===== src/rtl/pcu_pkg.sv =====
package pcu_pkg;
  // Slot numbering of the register window (slot = byte address / 8).
  localparam int SLOT_CTRL = 0;
  localparam int SLOT_STAT = 1;
  localparam int SLOT_CTR0 = 2;
  // Control word field positions.
  localparam int CTRL_EN_BIT    = 0;
  localparam int CTRL_SPLIT_LSB = 4;

  typedef enum logic [1:0] {
    ACC_NONE,
    ACC_CTRL,
    ACC_STAT,
    ACC_CTR
  } acc_kind_e;
endpackage


===== src/rtl/pcu_counter.sv =====
module pcu_counter #(
  parameter int CTR_W = 32
) (
  input  logic             clk,
  input  logic             rst_n,
  input  logic             split,
  input  logic             count_en,
  input  logic             ev_hi,
  input  logic             ev_lo,
  input  logic             wr_en,
  input  logic [CTR_W-1:0] wr_val,
  input  logic             commit,
  output logic [CTR_W-1:0] live,
  output logic [CTR_W-1:0] latch_val,
  output logic             pend,
  output logic             ovf_hi,
  output logic             ovf_lo
);
  localparam int HALF_W = CTR_W / 2;

  logic              take;
  logic              inc_hi;
  logic              inc_lo;
  logic [HALF_W-1:0] up_half;
  logic [HALF_W-1:0] lo_half;

  assign up_half = live[CTR_W-1:HALF_W];
  assign lo_half = live[HALF_W-1:0];

  // A commit of a pending latch overrides any increment in that cycle.
  assign take   = commit & pend;
  assign inc_hi = count_en & ev_hi & ~take;
  assign inc_lo = count_en & ev_lo & split & ~take;

  function automatic logic [CTR_W-1:0] advance(
    input logic [CTR_W-1:0] cur,
    input logic             sp,
    input logic             ih,
    input logic             il
  );
    logic [HALF_W-1:0] u;
    logic [HALF_W-1:0] l;
    if (sp) begin
      u = cur[CTR_W-1:HALF_W] + HALF_W'(ih);
      l = cur[HALF_W-1:0] + HALF_W'(il);
      return {u, l};
    end
    return cur + CTR_W'(ih);
  endfunction

  assign ovf_hi = inc_hi & (split ? (&up_half) : (&live));
  assign ovf_lo = inc_lo & (&lo_half);

  always_ff @(posedge clk) begin
    if (!rst_n) begin
      live <= '0;
    end else if (take) begin
      live <= latch_val;
    end else begin
      live <= advance(live, split, inc_hi, inc_lo);
    end
  end

  always_ff @(posedge clk) begin
    if (!rst_n) begin
      latch_val <= '0;
      pend      <= 1'b0;
    end else if (wr_en) begin
      latch_val <= wr_val;
      pend      <= 1'b1;
    end else if (commit) begin
      pend      <= 1'b0;
    end
  end

  // a staged write alone never moves the live count
  p_live_hold_r7: assert property (@(posedge clk) disable iff (!rst_n)
    (wr_en && !inc_hi && !inc_lo) |=> $stable(live));

  // a commit loads exactly the latched value
  p_commit_wins_r8: assert property (@(posedge clk) disable iff (!rst_n)
    take |=> (live == $past(latch_val)));

  // without an upper event the upper half holds in split mode
  p_no_carry_r5: assert property (@(posedge clk) disable iff (!rst_n)
    (split && !take && !inc_hi) |=> $stable(up_half));
endmodule


===== src/rtl/pcu_status.sv =====
module pcu_status #(
  parameter int NUM_LOG = 8
) (
  input  logic               clk,
  input  logic               rst_n,
  input  logic [NUM_LOG-1:0] ovf_set,
  input  logic               rd_clr,
  input  logic               mask_wr,
  input  logic [NUM_LOG-1:0] mask_val,
  output logic [NUM_LOG-1:0] status,
  output logic [NUM_LOG-1:0] mask,
  output logic               irq
);
  always_ff @(posedge clk) begin
    if (!rst_n) begin
      status <= '0;
      mask   <= '0;
    end else begin
      status <= (rd_clr ? '0 : status) | ovf_set;
      if (mask_wr) mask <= mask_val;
    end
  end

  assign irq = |(status & mask);

  // every reported wrap is visible in the status bits next cycle
  p_ovf_latch_r9: assert property (@(posedge clk) disable iff (!rst_n)
    (|ovf_set) |=> ((status & $past(ovf_set)) == $past(ovf_set)));

  // a read with no concurrent wrap leaves status empty
  p_rd_clear_r10: assert property (@(posedge clk) disable iff (!rst_n)
    (rd_clr && (ovf_set == '0)) |=> (status == '0));

  // an all-zero mask silences the interrupt
  p_mask_off_r11: assert property (@(posedge clk) disable iff (!rst_n)
    (mask_wr && (mask_val == '0)) |=> !irq);
endmodule


===== src/rtl/perf_ctr_unit.sv =====
module perf_ctr_unit
  import pcu_pkg::*;
#(
  parameter int NUM_PHYS = 4,
  parameter int CTR_W    = 32,
  parameter int ADDR_W   = 8
) (
  input  logic                  clk,
  input  logic                  rst_n,
  input  logic [ADDR_W-1:0]     bus_addr,
  input  logic                  bus_wr,
  input  logic                  bus_rd,
  input  logic [2*CTR_W-1:0]    bus_wdata,
  output logic [2*CTR_W-1:0]    bus_rdata,
  input  logic [2*NUM_PHYS-1:0] event_in,
  output logic                  irq
);
  localparam int NUM_LOG = 2 * NUM_PHYS;
  localparam int HALF_W  = CTR_W / 2;
  localparam int BUS_W   = 2 * CTR_W;
  localparam int SLOT_W  = ADDR_W - 3;
  localparam int PIDX_W  = $clog2(NUM_PHYS);
  localparam logic [CTR_W-1:0] CTRL_MASK =
    CTR_W'(((1 << NUM_PHYS) - 1) << CTRL_SPLIT_LSB) | CTR_W'(1 << CTRL_EN_BIT);

  logic [SLOT_W-1:0] slot;
  logic [SLOT_W-1:0] lidx;
  logic [PIDX_W-1:0] pidx;
  logic              lo_sel;
  acc_kind_e         kind;
  logic [CTR_W-1:0]  wv;
  logic [CTR_W-1:0]  ctrl_q;
  logic [CTR_W-1:0]  rsel;
  logic [BUS_W-1:0]  rdata_q;
  logic              commit;
  logic              count_en;
  logic              stat_rd;
  logic              mask_wr;

  logic [NUM_PHYS-1:0] split;
  logic [NUM_PHYS-1:0] pend;
  logic [NUM_PHYS-1:0] wr_hit;
  logic [NUM_LOG-1:0]  ovf_set;
  logic [NUM_LOG-1:0]  status;
  logic [NUM_LOG-1:0]  mask;
  logic [CTR_W-1:0]    live    [NUM_PHYS];
  logic [CTR_W-1:0]    latch_v [NUM_PHYS];
  logic [CTR_W-1:0]    cur     [NUM_PHYS];
  logic [CTR_W-1:0]    wr_val  [NUM_PHYS];

  // What a logical counter shows of its physical counter.
  function automatic logic [CTR_W-1:0] lview(
    input logic [CTR_W-1:0] c,
    input logic             lo,
    input logic             sp
  );
    if (lo) return {{HALF_W{1'b0}}, c[HALF_W-1:0]};
    if (sp) return {{HALF_W{1'b0}}, c[CTR_W-1:HALF_W]};
    return c;
  endfunction

  // New physical value after a logical write: only the viewed bits change.
  function automatic logic [CTR_W-1:0] lmerge(
    input logic [CTR_W-1:0] c,
    input logic [CTR_W-1:0] w,
    input logic             lo,
    input logic             sp
  );
    if (lo) return {c[CTR_W-1:HALF_W], w[HALF_W-1:0]};
    if (sp) return {w[HALF_W-1:0], c[HALF_W-1:0]};
    return w;
  endfunction

  // ---------------- address decode ----------------
  assign slot   = bus_addr[ADDR_W-1:3];
  assign lidx   = slot - SLOT_W'(SLOT_CTR0);
  assign pidx   = lidx[PIDX_W-1:0];
  assign lo_sel = lidx[PIDX_W];
  assign wv     = bus_wdata[BUS_W-1:CTR_W];

  always_comb begin
    kind = ACC_NONE;
    if (slot == SLOT_W'(SLOT_CTRL)) begin
      kind = ACC_CTRL;
    end else if (slot == SLOT_W'(SLOT_STAT)) begin
      kind = ACC_STAT;
    end else if (slot >= SLOT_W'(SLOT_CTR0) &&
                 slot <  SLOT_W'(SLOT_CTR0 + NUM_LOG)) begin
      kind = ACC_CTR;
    end
  end

  // ---------------- control word ----------------
  assign commit   = bus_wr && (kind == ACC_CTRL) && wv[CTRL_EN_BIT];
  assign count_en = ctrl_q[CTRL_EN_BIT];
  assign stat_rd  = bus_rd && (kind == ACC_STAT);
  assign mask_wr  = bus_wr && (kind == ACC_STAT);

  always_ff @(posedge clk) begin
    if (!rst_n) begin
      ctrl_q <= '0;
    end else if (bus_wr && kind == ACC_CTRL) begin
      ctrl_q <= wv & CTRL_MASK;
    end
  end

  // ---------------- physical counters ----------------
  for (genvar p = 0; p < NUM_PHYS; p++) begin : g_phys
    assign split[p]  = ctrl_q[CTRL_SPLIT_LSB + p];
    assign cur[p]    = pend[p] ? latch_v[p] : live[p];
    assign wr_hit[p] = bus_wr && (kind == ACC_CTR) && (pidx == PIDX_W'(p));
    assign wr_val[p] = lmerge(cur[p], wv, lo_sel, split[p]);

    pcu_counter #(.CTR_W(CTR_W)) u_ctr (
      .clk       (clk),
      .rst_n     (rst_n),
      .split     (split[p]),
      .count_en  (count_en),
      .ev_hi     (event_in[p]),
      .ev_lo     (event_in[p + NUM_PHYS]),
      .wr_en     (wr_hit[p]),
      .wr_val    (wr_val[p]),
      .commit    (commit),
      .live      (live[p]),
      .latch_val (latch_v[p]),
      .pend      (pend[p]),
      .ovf_hi    (ovf_set[p]),
      .ovf_lo    (ovf_set[p + NUM_PHYS])
    );
  end

  // ---------------- status and interrupt ----------------
  pcu_status #(.NUM_LOG(NUM_LOG)) u_status (
    .clk      (clk),
    .rst_n    (rst_n),
    .ovf_set  (ovf_set),
    .rd_clr   (stat_rd),
    .mask_wr  (mask_wr),
    .mask_val (wv[NUM_LOG-1:0]),
    .status   (status),
    .mask     (mask),
    .irq      (irq)
  );

  // ---------------- read path ----------------
  always_comb begin
    rsel = '0;
    case (kind)
      ACC_CTRL: rsel = ctrl_q;
      ACC_STAT: rsel = CTR_W'(status);
      ACC_CTR:  rsel = lview(cur[pidx], lo_sel, split[pidx]);
      default:  rsel = '0;
    endcase
  end

  always_ff @(posedge clk) begin
    if (!rst_n) begin
      rdata_q <= '0;
    end else if (bus_rd) begin
      rdata_q <= {rsel, {CTR_W{1'b0}}};
    end
  end

  assign bus_rdata = rdata_q;

  // every enable write empties all pending flags
  p_flags_flush_r8: assert property (@(posedge clk) disable iff (!rst_n)
    commit |=> (pend == '0));

  // lower bus half of returned data is zero after a read
  p_low_half_r2: assert property (@(posedge clk) disable iff (!rst_n)
    bus_rd |=> (bus_rdata[CTR_W-1:0] == '0));
endmodule


===== config.mk =====
export PLATFORM = sky130hd
export DESIGN_NAME = perf_ctr_unit
export DESIGN_NICKNAME = d
export VERILOG_FILES = /design/src/rtl/pcu_pkg.sv /design/src/rtl/pcu_counter.sv /design/src/rtl/pcu_status.sv /design/src/rtl/perf_ctr_unit.sv
export SDC_FILE = /design/constraint.sdc
export NUM_CORES = 1
export LEC_CHECK = 0
export BUFFER_PORTS_ARGS = -buffer_cell sky130_fd_sc_hd__buf_4
export CAP_MARGIN = 20
export CORE_UTILIZATION = 55
export DETAILED_ROUTE_END_ITERATION = 8
export GPL_TIMING_DRIVEN = 0
export PLACE_DENSITY = 0.86
export SLEW_MARGIN = 20
export SYNTH_ARGS = -nofsm -noshare
export SYNTH_HDL_FRONTEND = slang
export SYNTH_SLANG_ARGS = --single-unit

===== constraint.sdc =====
create_clock -name clk -period 4.45 [get_ports clk]
set_input_delay 0.89 -clock clk [delete_from_list [all_inputs] [get_ports clk]]
set_output_delay 0.89 -clock clk [all_outputs]
set_load 0.01 [all_outputs]

# Word-level counts from Yosys, hierarchy flattened
# Cells that the tools add are included.
[word_totals]
out_inout_bits = 65
mem_bits_ro = 0
word_cells = 184
latch_bits = 0
n_memories = 0
input_bits = 84
mem_bits_rw = 0
reg_bits = 313
[classes]
magnitude_cmp = 4
n_reduce_logical = 29
add_sub_neg = 13
div_mod_pow = 0
bitwise = 39
n_mul = 0
mux = 76
eq_ne = 7
n_shift = 0
[op_table]
columns = ["operator", "n"]
rows = [
  ["two-way mux 32 bit", 38],
  ["adder 16 x 1 -> 16 bit", 8],
  ["adder 32 x 1 -> 32 bit", 4],
  ["AND reduction 16 bit", 8],
  ["AND reduction 32 bit", 4],
  ["case mux 32 bit (3 select lines)", 1],
  ["binary-select mux 32 bit (select 2 bit)", 1],
  ["AND 1 bit", 32],
  ["two-way mux 1 bit", 31],
  ["logical AND 1 bit", 10],
  ["AND 8 bit", 1],
  ["equality test 2 bit (second input constant)", 4],
  ["two-way mux 8 bit", 1],
  ["OR 8 bit", 1],
  ["nonzero test 2 bit", 4],
  ["OR reduction 8 bit", 1],
  ["two-way mux 2 bit", 3],
  ["equality test 5 x 1 -> 1 bit (second input constant)", 1],
  ["greater-or-equal comparator 5 x 2 -> 1 bit (second input constant)", 1],
  ["logical NOT 5 bit", 1],
  ["less-than comparator 5 x 4 -> 1 bit (second input constant)", 1],
  ["equality test 2 x 1 -> 1 bit (second input constant)", 2],
  ["NOT 1 bit", 4],
  ["greater-or-equal comparator 3 bit (second input constant)", 1],
  ["5 further kinds", 5],
]

# Depth between registers and ports, before layout
# Gate-level depths: netlist of run 1.
[logic_depth]
ltp_word = 15
ltp_mapped = 15
depth_no_buf = 13

# Hierarchy
# A second synthesis of run 1 with hierarchy kept.
[hier_totals]
hier_cells = 2210
area_unflattened_um2 = 19506.2
[by_module_without_submodules]
columns = ["mod", "n_inst", "cells_each", "area_per_inst_um2", "seq_area_each_um2"]
rows = [
  ["perf_ctr_unit", 1, 733, 6309.8, 740.7],
  ["pcu_counter at g_phys[1].u_ctr ...", 2, 357, 3154.3, 1301.2],
  ["pcu_counter at g_phys[2].u_ctr", 1, 361, 3193.1, 1301.2],
  ["pcu_counter at g_phys[0].u_ctr", 1, 347, 3079.2, 1301.2],
  ["pcu_status", 1, 55, 615.6, 320.3],
]

# Least setup slack after synthesis of run 1
# OpenSTA, ideal clock, no wires.
[synth_timing]
path_type = "in2reg"
from = "input bus_addr[4]"
to = "register g_phys[3].u_ctr.live[22]"
arrival_time_ns = 3.523
setup_time_ns = 0.132
stages = 15
path_slack_ns = 0.795
path_buffers = 3
required_time_ns = 4.318
cell_sequence = "buf_2 nor2_1 and2_1 buf_2 nand4_1 clkbuf_1 and3_1 ha_1 ha_1 and4b_1 and3_1 a31oi_1 nor3b_1 xnor2_1 a21oi_1"
[synth_via]
elab_chain_len = 15
word_cells_on_any_way = 19
cone_classes = "add/sub (2); order compare (2); eq/ne (2); mux (6); bitwise (3); reduce/logical (4)"
[synth_lines]
columns = ["item", "line_no", "rtl"]
rows = [
  ["from (decl)", "perf_ctr_unit.sv:10", "input logic [ADDR_W-1:0] bus_addr,"],
  ["greater-or-equal comparator 5 x 2 -> 1 bit / less-than comparator 5 x 4 -> 1 bit (equally long branches)", "perf_ctr_unit.sv:87, perf_ctr_unit.sv:88", ""],
  ["logical AND 1 bit", "perf_ctr_unit.sv:87", "end else if (slot >= SLOT_W'(SLOT_CTR0) &&"],
  ["two-way mux 2 bit", "perf_ctr_unit.sv:87", ""],
  ["two-way mux 2 bit", "perf_ctr_unit.sv:85", "end else if (slot == SLOT_W'(SLOT_STAT)) begin"],
  ["two-way mux 2 bit *", "perf_ctr_unit.sv:83", "if (slot == SLOT_W'(SLOT_CTRL)) begin"],
  ["equality test 2 x 1 -> 1 bit *", "perf_ctr_unit.sv:94", "assign commit = bus_wr && (kind == ACC_CTRL) && wv[CTRL_EN_BIT];"],
  ["logical AND 1 bit * (2 in a row)", "perf_ctr_unit.sv:94", ""],
  ["AND 1 bit *", "pcu_counter.sv:31", "assign take = commit & pend;"],
  ["NOT 1 bit", "pcu_counter.sv:32", "assign inc_hi = count_en & ev_hi & ~take;"],
  ["AND 1 bit", "pcu_counter.sv:32", ""],
  ["adder 16 x 1 -> 16 bit", "pcu_counter.sv:44", "u = cur[CTR_W-1:HALF_W] + HALF_W'(ih);"],
  ["two-way mux 32 bit", "pcu_counter.sv:43", "if (sp) begin"],
  ["two-way mux 32 bit", "pcu_counter.sv:48", "return cur + CTR_W'(ih);"],
  ["two-way mux 32 bit *", "pcu_counter.sv:57", "end else if (take) begin"],
  ["to (signal assigned)", "pcu_counter.sv:58", "live <= latch_val;"],
  ["to (signal assigned)", "pcu_counter.sv:60", "live <= advance(live, split, inc_hi, inc_lo);"],
  ["to (decl)", "pcu_counter.sv:13", "output logic [CTR_W-1:0] live,"],
]
# Every way passes the cells marked *; elsewhere a longest branch is shown, timed or not. The select of a mux whose other input is x is not followed.
# A chain may end at the register's enable or synchronous reset.

# Final worst setup path of run 1
[layout_timing]
from = "input bus_addr[4]"
to = "register g_phys[0].u_ctr.latch_val[30]"
[layout_via]
elab_chain_len = 8
word_cells_on_any_way = 15
cone_classes = "add/sub (1); order compare (2); eq/ne (2); mux (5); reduce/logical (5)"
[layout_lines]
columns = ["item", "line_no", "rtl"]
rows = [
  ["greater-or-equal comparator 5 x 2 -> 1 bit / less-than comparator 5 x 4 -> 1 bit (equally long branches)", "perf_ctr_unit.sv:87, perf_ctr_unit.sv:88", ""],
  ["logical AND 1 bit", "perf_ctr_unit.sv:87", ""],
  ["two-way mux 2 bit", "perf_ctr_unit.sv:87", ""],
  ["two-way mux 2 bit", "perf_ctr_unit.sv:85", ""],
  ["two-way mux 2 bit", "perf_ctr_unit.sv:83", ""],
  ["equality test 2 bit", "perf_ctr_unit.sv:111", "assign wr_hit[p] = bus_wr && (kind == ACC_CTR) && (pidx == PIDX_W'(p));"],
  ["logical AND 1 bit (2 in a row)", "perf_ctr_unit.sv:111", ""],
  ["to (signal assigned)", "pcu_counter.sv:69", "latch_val <= wr_val;"],
  ["to (decl)", "pcu_counter.sv:14", "output logic [CTR_W-1:0] latch_val,"],
]
# Several ways; a longest one is shown, not always the timed one.

==> results.tsv, run 1 <==
metric	value	unit
status	completed	
die area	34460	µm²
Buffers & Inverters on Critical Path	6	
Final Util	63.49	%
sequential element share of the synthesized area	33.78	%
Worst Setup SP	bus_addr[4]	
clk slew on worst S/H paths	0.07	ns
initial detailed-routing violation count	2599	
GRT Overall Usage	45.85	%
LEAKAGE	7.092	nW
clk sinks	313	
maximum vdd drop	0.2863	mV
cell area after layout	20870	µm²
WHS Path Cells	2	
CP most frequent cell	clkbuf_1	
syn_area_per_cell	8.280	µm²
CTS tree	yes	
Hold Startpoint	u_status.mask[6]	
Synthesis Warnings	0	
Placed Instance Area	19690	µm²
Placeable Area	32870	µm²
EDFF count, synth	0	
data required time of the critical path	4.92	ns
CP Data Arrival Time	4.73	ns
RSZ-0062 raised after global routing	no	
Starting Density	56.43	%
Synth cell types	64	
largest net degree at the start of global routing	13	
largest cells by area after synthesis	dfxtp_1 34%, mux2i_1 13%, nand2_1 7.9%, a21oi_1 6.0%, o211ai_1 3.5%	
max_cap viols	0	
cells along the critical path	buf_2 -> inv_1 -> clkbuf_1 -> ha_1 -> clkbuf_1 -> clkbuf_1 -> buf_1 -> mux2i_1 -> nand2_1 -> a21oi_1	
Reg-to-Reg Start	g_phys[3].u_ctr.pend	
chip height	185.6	µm
r2r endpoint	g_phys[3].u_ctr.live[26]	
WL final	79540	µm
R2R setup slack	0.83	ns
setup repair bufs after CTS	0	
CP max stage delay	0.68	ns
overall die width	185.6	µm
grt ovf	0	
post-synth top area cell	dfxtp_1	
worst slew pin tran	1.292	ns
Max FO, Critical Path	10	
crit-path leading delay family	buffers and inverters	
top cell type's share of synthesized area	33.78	%
hold crit path type	reg -> reg	
Post-CTS Hold Fix Bufs	0	
estimated wirelength of the detail-placed design	59600	µm
GP Congestion	1.049	
Buffers on Ports	62	
Total Power	6.357	mW
setup TNS	0	ns
Remaining DRCs	0	
worst skew pair latency	0.55	ns
clock buffer depth	3	
fin nets	2484	
ys async rst share	0	%
# rows	66	
final worst path period need	4.269	ns
vias in the first global route	17773	
vias per cell	6.672	
slowest cell on the critical path	clkbuf_1	
Hold Fails Final Rpt	0	
Reg2Reg Depth	13	
Final ANT Viol Nets	0	
Hold Path Sink	u_status.mask[6]	
period utilization	95.92	%
Pre-Repair DR Iteration Count	8	
Final Skew	0.01842	ns
Worst setup EP type	flip-flop	
Root Driver	clkbuf_16	
Pins Over Slew Limit	0	
clock buffer count from CTS	37	
first-pass GRT wire length	113900	µm
Yosys reg bits	313	
Mapped Area	18550	µm²
Crit Path Class	in -> reg	
Syn Inst Count	2240	
Slew HR	13.87	%
antenna violations before repair	12	
Top FF cell, synth	dfxtp_1	
final setup violation count	0	
Area Overhead vs Synth	12.50	%
Max Clock Freq	234.3	MHz
DR vias	18961	
drt wl/cell	27.99	µm
H-tree levels	2	
Post-synth top cells	389 x nand2_1, 313 x dfxtp_1, 239 x mux2i_1	
Fill cells	2855	
I/O pins	149	
most frequent cell after synthesis	nand2_1	
Setup crit start kind	input port	
pwr dens	304.7	nW/µm²
share of layout cells above drive strength 1	10.86	%
per-stage QoR:
stage	setup WS [ns]	std cells	hold WS (ns)
after floorplan	0.7950	2271	0.4360
after global placement	-0.3178	2775	0.4438
after detailed placement	-0.3384	2775	0.4490
after CTS	0.1568	2837	0.4578
after global routing	0.07369	2837	0.4756
final	0.1814	2842	0.4603
final cells by class:
type / instances / area (µm²) / share of cell area, %
repair buffers: 62 / 465.4 / 2.231
multi-input cells: 1721 / 11330 / 54.28
plain buffers: 220 / 1022 / 4.899
diodes: 5 / 12.51 / 0.05996
flip-flops and latches: 313 / 6266 / 30.03
clock inverters: 9 / 80.08 / 0.3838
inverters: 17 / 63.81 / 0.3058
clock buffers: 53 / 1076 / 5.157
well taps: 442 / 553.0 / 2.650
flip-flops by register name (all words and copies together) (netlist names):
signal and cells:
bus_rdata 32, ctrl_q 5, g_phys.u_ctr.latch_val 128, g_phys.u_ctr.live 128, g_phys.u_ctr.pend 4, u_status.mask 8
u_status.status 8
power breakdown:
group	switching, mW	leakage (nW)	internal [mW]
Sequential	0.0155	2.52	2.82
Combinational	0.391	3.99	0.152
Clock	1.24	0.577	1.73
placed cells by master, fill, tap and decap left out, types with 20 or more instances in the layout:
cell,n
clkbuf_16,37
mux4_2,28
dfxtp_1,313
conb_1,32
mux2i_1,239
clkbuf_1,136
buf_4,95
and3_1,30
o211ai_1,86
nor3_1,22
nand2_1,389
mux2_2,20
nor2_1,105
nand4_1,35
nand3_1,74
buf_2,42
and2_1,25
a21oi_1,222
o21ai_0,84
ha_1,28
a211oi_1,45
xor2_1,54
xnor2_1,63
cell families after synthesis:
group | after synthesis | synth area share [%]
adders and majority gates | 28 | 1.889
AOI/OAI and AO/OA | 506 | 16.74
muxes | 287 | 17.51
DFF | 313 | 33.78
buffers and inverters | 237 | 5.842
and+or+nand+nor | 751 | 18.69
other | 1 | 0.02022
xor gates and xnor gates | 117 | 5.525
metal layers:
layer | vias to the layer above | GRT usage, % | part of all wire [%]
met5 | - | 0 | 0.12
met4 | 14 | 30.30 | 7.9
met3 | 390 | 16.47 | 14
met2 | 1339 | 71.24 | 43
met1 | 9012 | 53.11 | 35
li1 | 8206 | - | -
tightest hold or removal path: stages, from the launching register on:
cell	delay [ns]
dfxtp_1	0.31
nand2_1	0.05
a21oi_1	0.05
worst max-delay path by stage:
stage / end / slack [ns] / cells after the start
3_3_place_gp: g_phys[3].u_ctr.live[24] / -0.32 / 15
5_1_grt: g_phys[0].u_ctr.live[30] / 0.07 / 13
6_report: g_phys[0].u_ctr.latch_val[30] / 0.18 / 10
4_1_cts: g_phys[3].u_ctr.live[26] / 0.16 / 15
3_5_place_dp: g_phys[3].u_ctr.live[22] / -0.34 / 15
2_1_floorplan: g_phys[3].u_ctr.live[22] / 0.79 / 15
what timing repair did:
action | CTS | global route
endpoints found under the setup margin | 0 | 6
gates resized for setup | 0 | 1
hold endpoints to repair | 0 | 0
(Power assumes the default switching activity.)
==> inputs of run 2 (changes only) <==
--- a/config.mk
+++ b/config.mk
@@ -10,6 +10,7 @@
 export CORE_UTILIZATION = 55
 export DETAILED_ROUTE_END_ITERATION = 8
 export GPL_TIMING_DRIVEN = 0
+export MAX_ROUTING_LAYER = met4
 export PLACE_DENSITY = 0.86
 export SLEW_MARGIN = 20
 export SYNTH_ARGS = -nofsm -noshare
==> results.tsv, run 2 (synthesis results as in run 1) <==
metric	value	unit
maximum vdd drop	0.4111	mV
Area Overhead vs Synth	13.18	%
Final ANT Viol Nets	0	
LEAKAGE	7.140	nW
Placed Instance Area	19690	µm²
Post-CTS Hold Fix Bufs	0	
die area	34460	µm²
Max Clock Freq	231.3	MHz
pwr dens	310.1	nW/µm²
vias per cell	6.709	
clk sinks	313	
chip height	185.6	µm
worst slew pin tran	1.388	ns
final worst path period need	4.323	ns
Setup WS post-layout	0.1267	ns
Worst setup EP type	flip-flop	
worst skew pair latency	0.56	ns
Root Driver	clkbuf_16	
switching pwr	1.696	mW
initial detailed-routing violation count	2641	
slowest cell on the critical path	a31oi_1	
Pins Over Slew Limit	0	
Reg power frac	43.5	%
cells along the critical path	buf_4 -> nor3_1 -> and2_1 -> buf_2 -> nand4_2 -> and3_1 -> ha_1 -> ha_1 -> and4b_1 -> a31oi_1 -> nand4b_1 -> xor2_1 -> o22ai_1	
antenna violations before repair	13	
first-pass GRT wire length	114100	µm
Remaining DRCs	0	
clock buffer count from CTS	36	
Buffers on Ports	62	
Max FO, Critical Path	10	
max_cap viols	0	
# rows	66	
CP max stage delay	0.65	ns
Final Skew	0.02209	ns
I/O pins	149	
Hold Fails Final Rpt	0	
estimated wirelength of the detail-placed design	59300	µm
GRT Overall Usage	47.37	%
Placeable Area	32870	µm²
final setup violation count	0	
Comb power frac	8.5	%
Pre-Repair DR Iteration Count	6	
RSZ-0062 raised after global routing	no	
H-tree levels	2	
Clock power frac	48.0	%
Int Pwr	4.814	mW
Slew HR	7.455	%
Setup crit start kind	input port	
vias in the first global route	17793	
commonest non-fill, non-tap cells in the layout	389 x nand2_1, 313 x dfxtp_1, 239 x mux2i_1	
crit-path leading delay family	simple AND/OR/NAND/NOR gates	
GP Congestion	1.092	
data required time of the critical path	4.86	ns
largest net degree at the start of global routing	13	
CP Data Arrival Time	4.73	ns
Crit Path Class	in -> reg	
overall die width	185.6	µm
WL final	79880	µm
Fill cells	2882	
period utilization	97.15	%
share of layout cells above drive strength 1	11.13	%
grt ovf	0	
DP Worst Slack	-0.4257	ns
clock buffer depth	3	
CTS tree	yes	
Buffers & Inverters on Critical Path	2	
hold crit path type	reg -> reg	
cell area after layout	20990	µm²
DR vias	19169	
clk slew on worst S/H paths	0.06	ns
fin nets	2486	
most common cell after layout, fill and taps aside	nand2_1	
switching part of the total	26.05	%
status	completed	
setup TNS	0	ns
CP most frequent cell	ha_1	
Starting Density	56.43	%
drt wl/cell	27.96	µm
-- run 2: timing repair --
| item | in CTS | in global routing |
|---|---|---|
| gates resized for setup | 0 | 1 |
| endpoints found under the setup margin | 0 | 7 |
| setup buffers | 0 | 0 |
| hold endpoints to repair | 0 | 0 |
-- run 2: through the flow --
step                      instances  util (%)  hold slack (ns)  power [mW]
after detailed placement       2775     59.91           0.4496       3.404
after CTS                      2839     63.62           0.4562       6.436
after floorplan                2271         -           0.4360       3.189
after global routing           2855     63.86           0.4751       6.601
after global placement         2775     59.89           0.4420       3.399
final                          2857     63.87           0.4562       6.511
-- run 2: routing by layer --
layer	GRT usage [%]	part of all wire (%)	wire length (µm)	up-vias
met4	32.72	8.0	6428	0
met2	69.36	42	33670	1474
met1	54.84	36	29010	9031
met5	-	0	0	-
li1	-	-	-	8239
met3	15.50	13	10770	425
-- run 2: worst paths after layout --
path,from,slack (ns),to,cells after the start
worst max-delay path,bus_addr[7],0.13,g_phys[0].u_ctr.live[30],13
worst min-delay path,u_status.mask[1],0.46,u_status.mask[1],2
worst max register to register,g_phys[3].u_ctr.pend,0.72,g_phys[3].u_ctr.live[25],12
worst min register to register,u_status.mask[1],0.46,u_status.mask[1],2
-- run 2: layout make-up --
type | instances | area [µm²] | share of cell area [%]
multi-input combinational | 1721 | 11330 | 53.96
timing repair buffer | 65 | 503.0 | 2.396
antenna | 15 | 37.54 | 0.1788
tap | 442 | 553.0 | 2.634
inverter | 17 | 63.81 | 0.3040
clock buffer | 53 | 1106 | 5.269
clock inverter | 11 | 115.1 | 0.5483
sequential | 313 | 6266 | 29.85
buffer | 220 | 1021 | 4.864
-- run 2: power by group through the flow --
stage / Clock [mW] / Combinational (mW) / Sequential (mW)
2_1_floorplan: 0 / 0.298 / 2.89
3_3_place_gp: 0 / 0.505 / 2.89
3_5_place_dp: 0 / 0.509 / 2.90
4_1_cts: 3.09 / 0.511 / 2.83
5_1_grt: 3.21 / 0.556 / 2.83
6_report: 3.12 / 0.553 / 2.83
-- run 2: worst min-delay path, stage by stage (launching register included) --
cell	delay, ns
dfxtp_1	0.31
nand2_1	0.05
a21oi_1	0.05
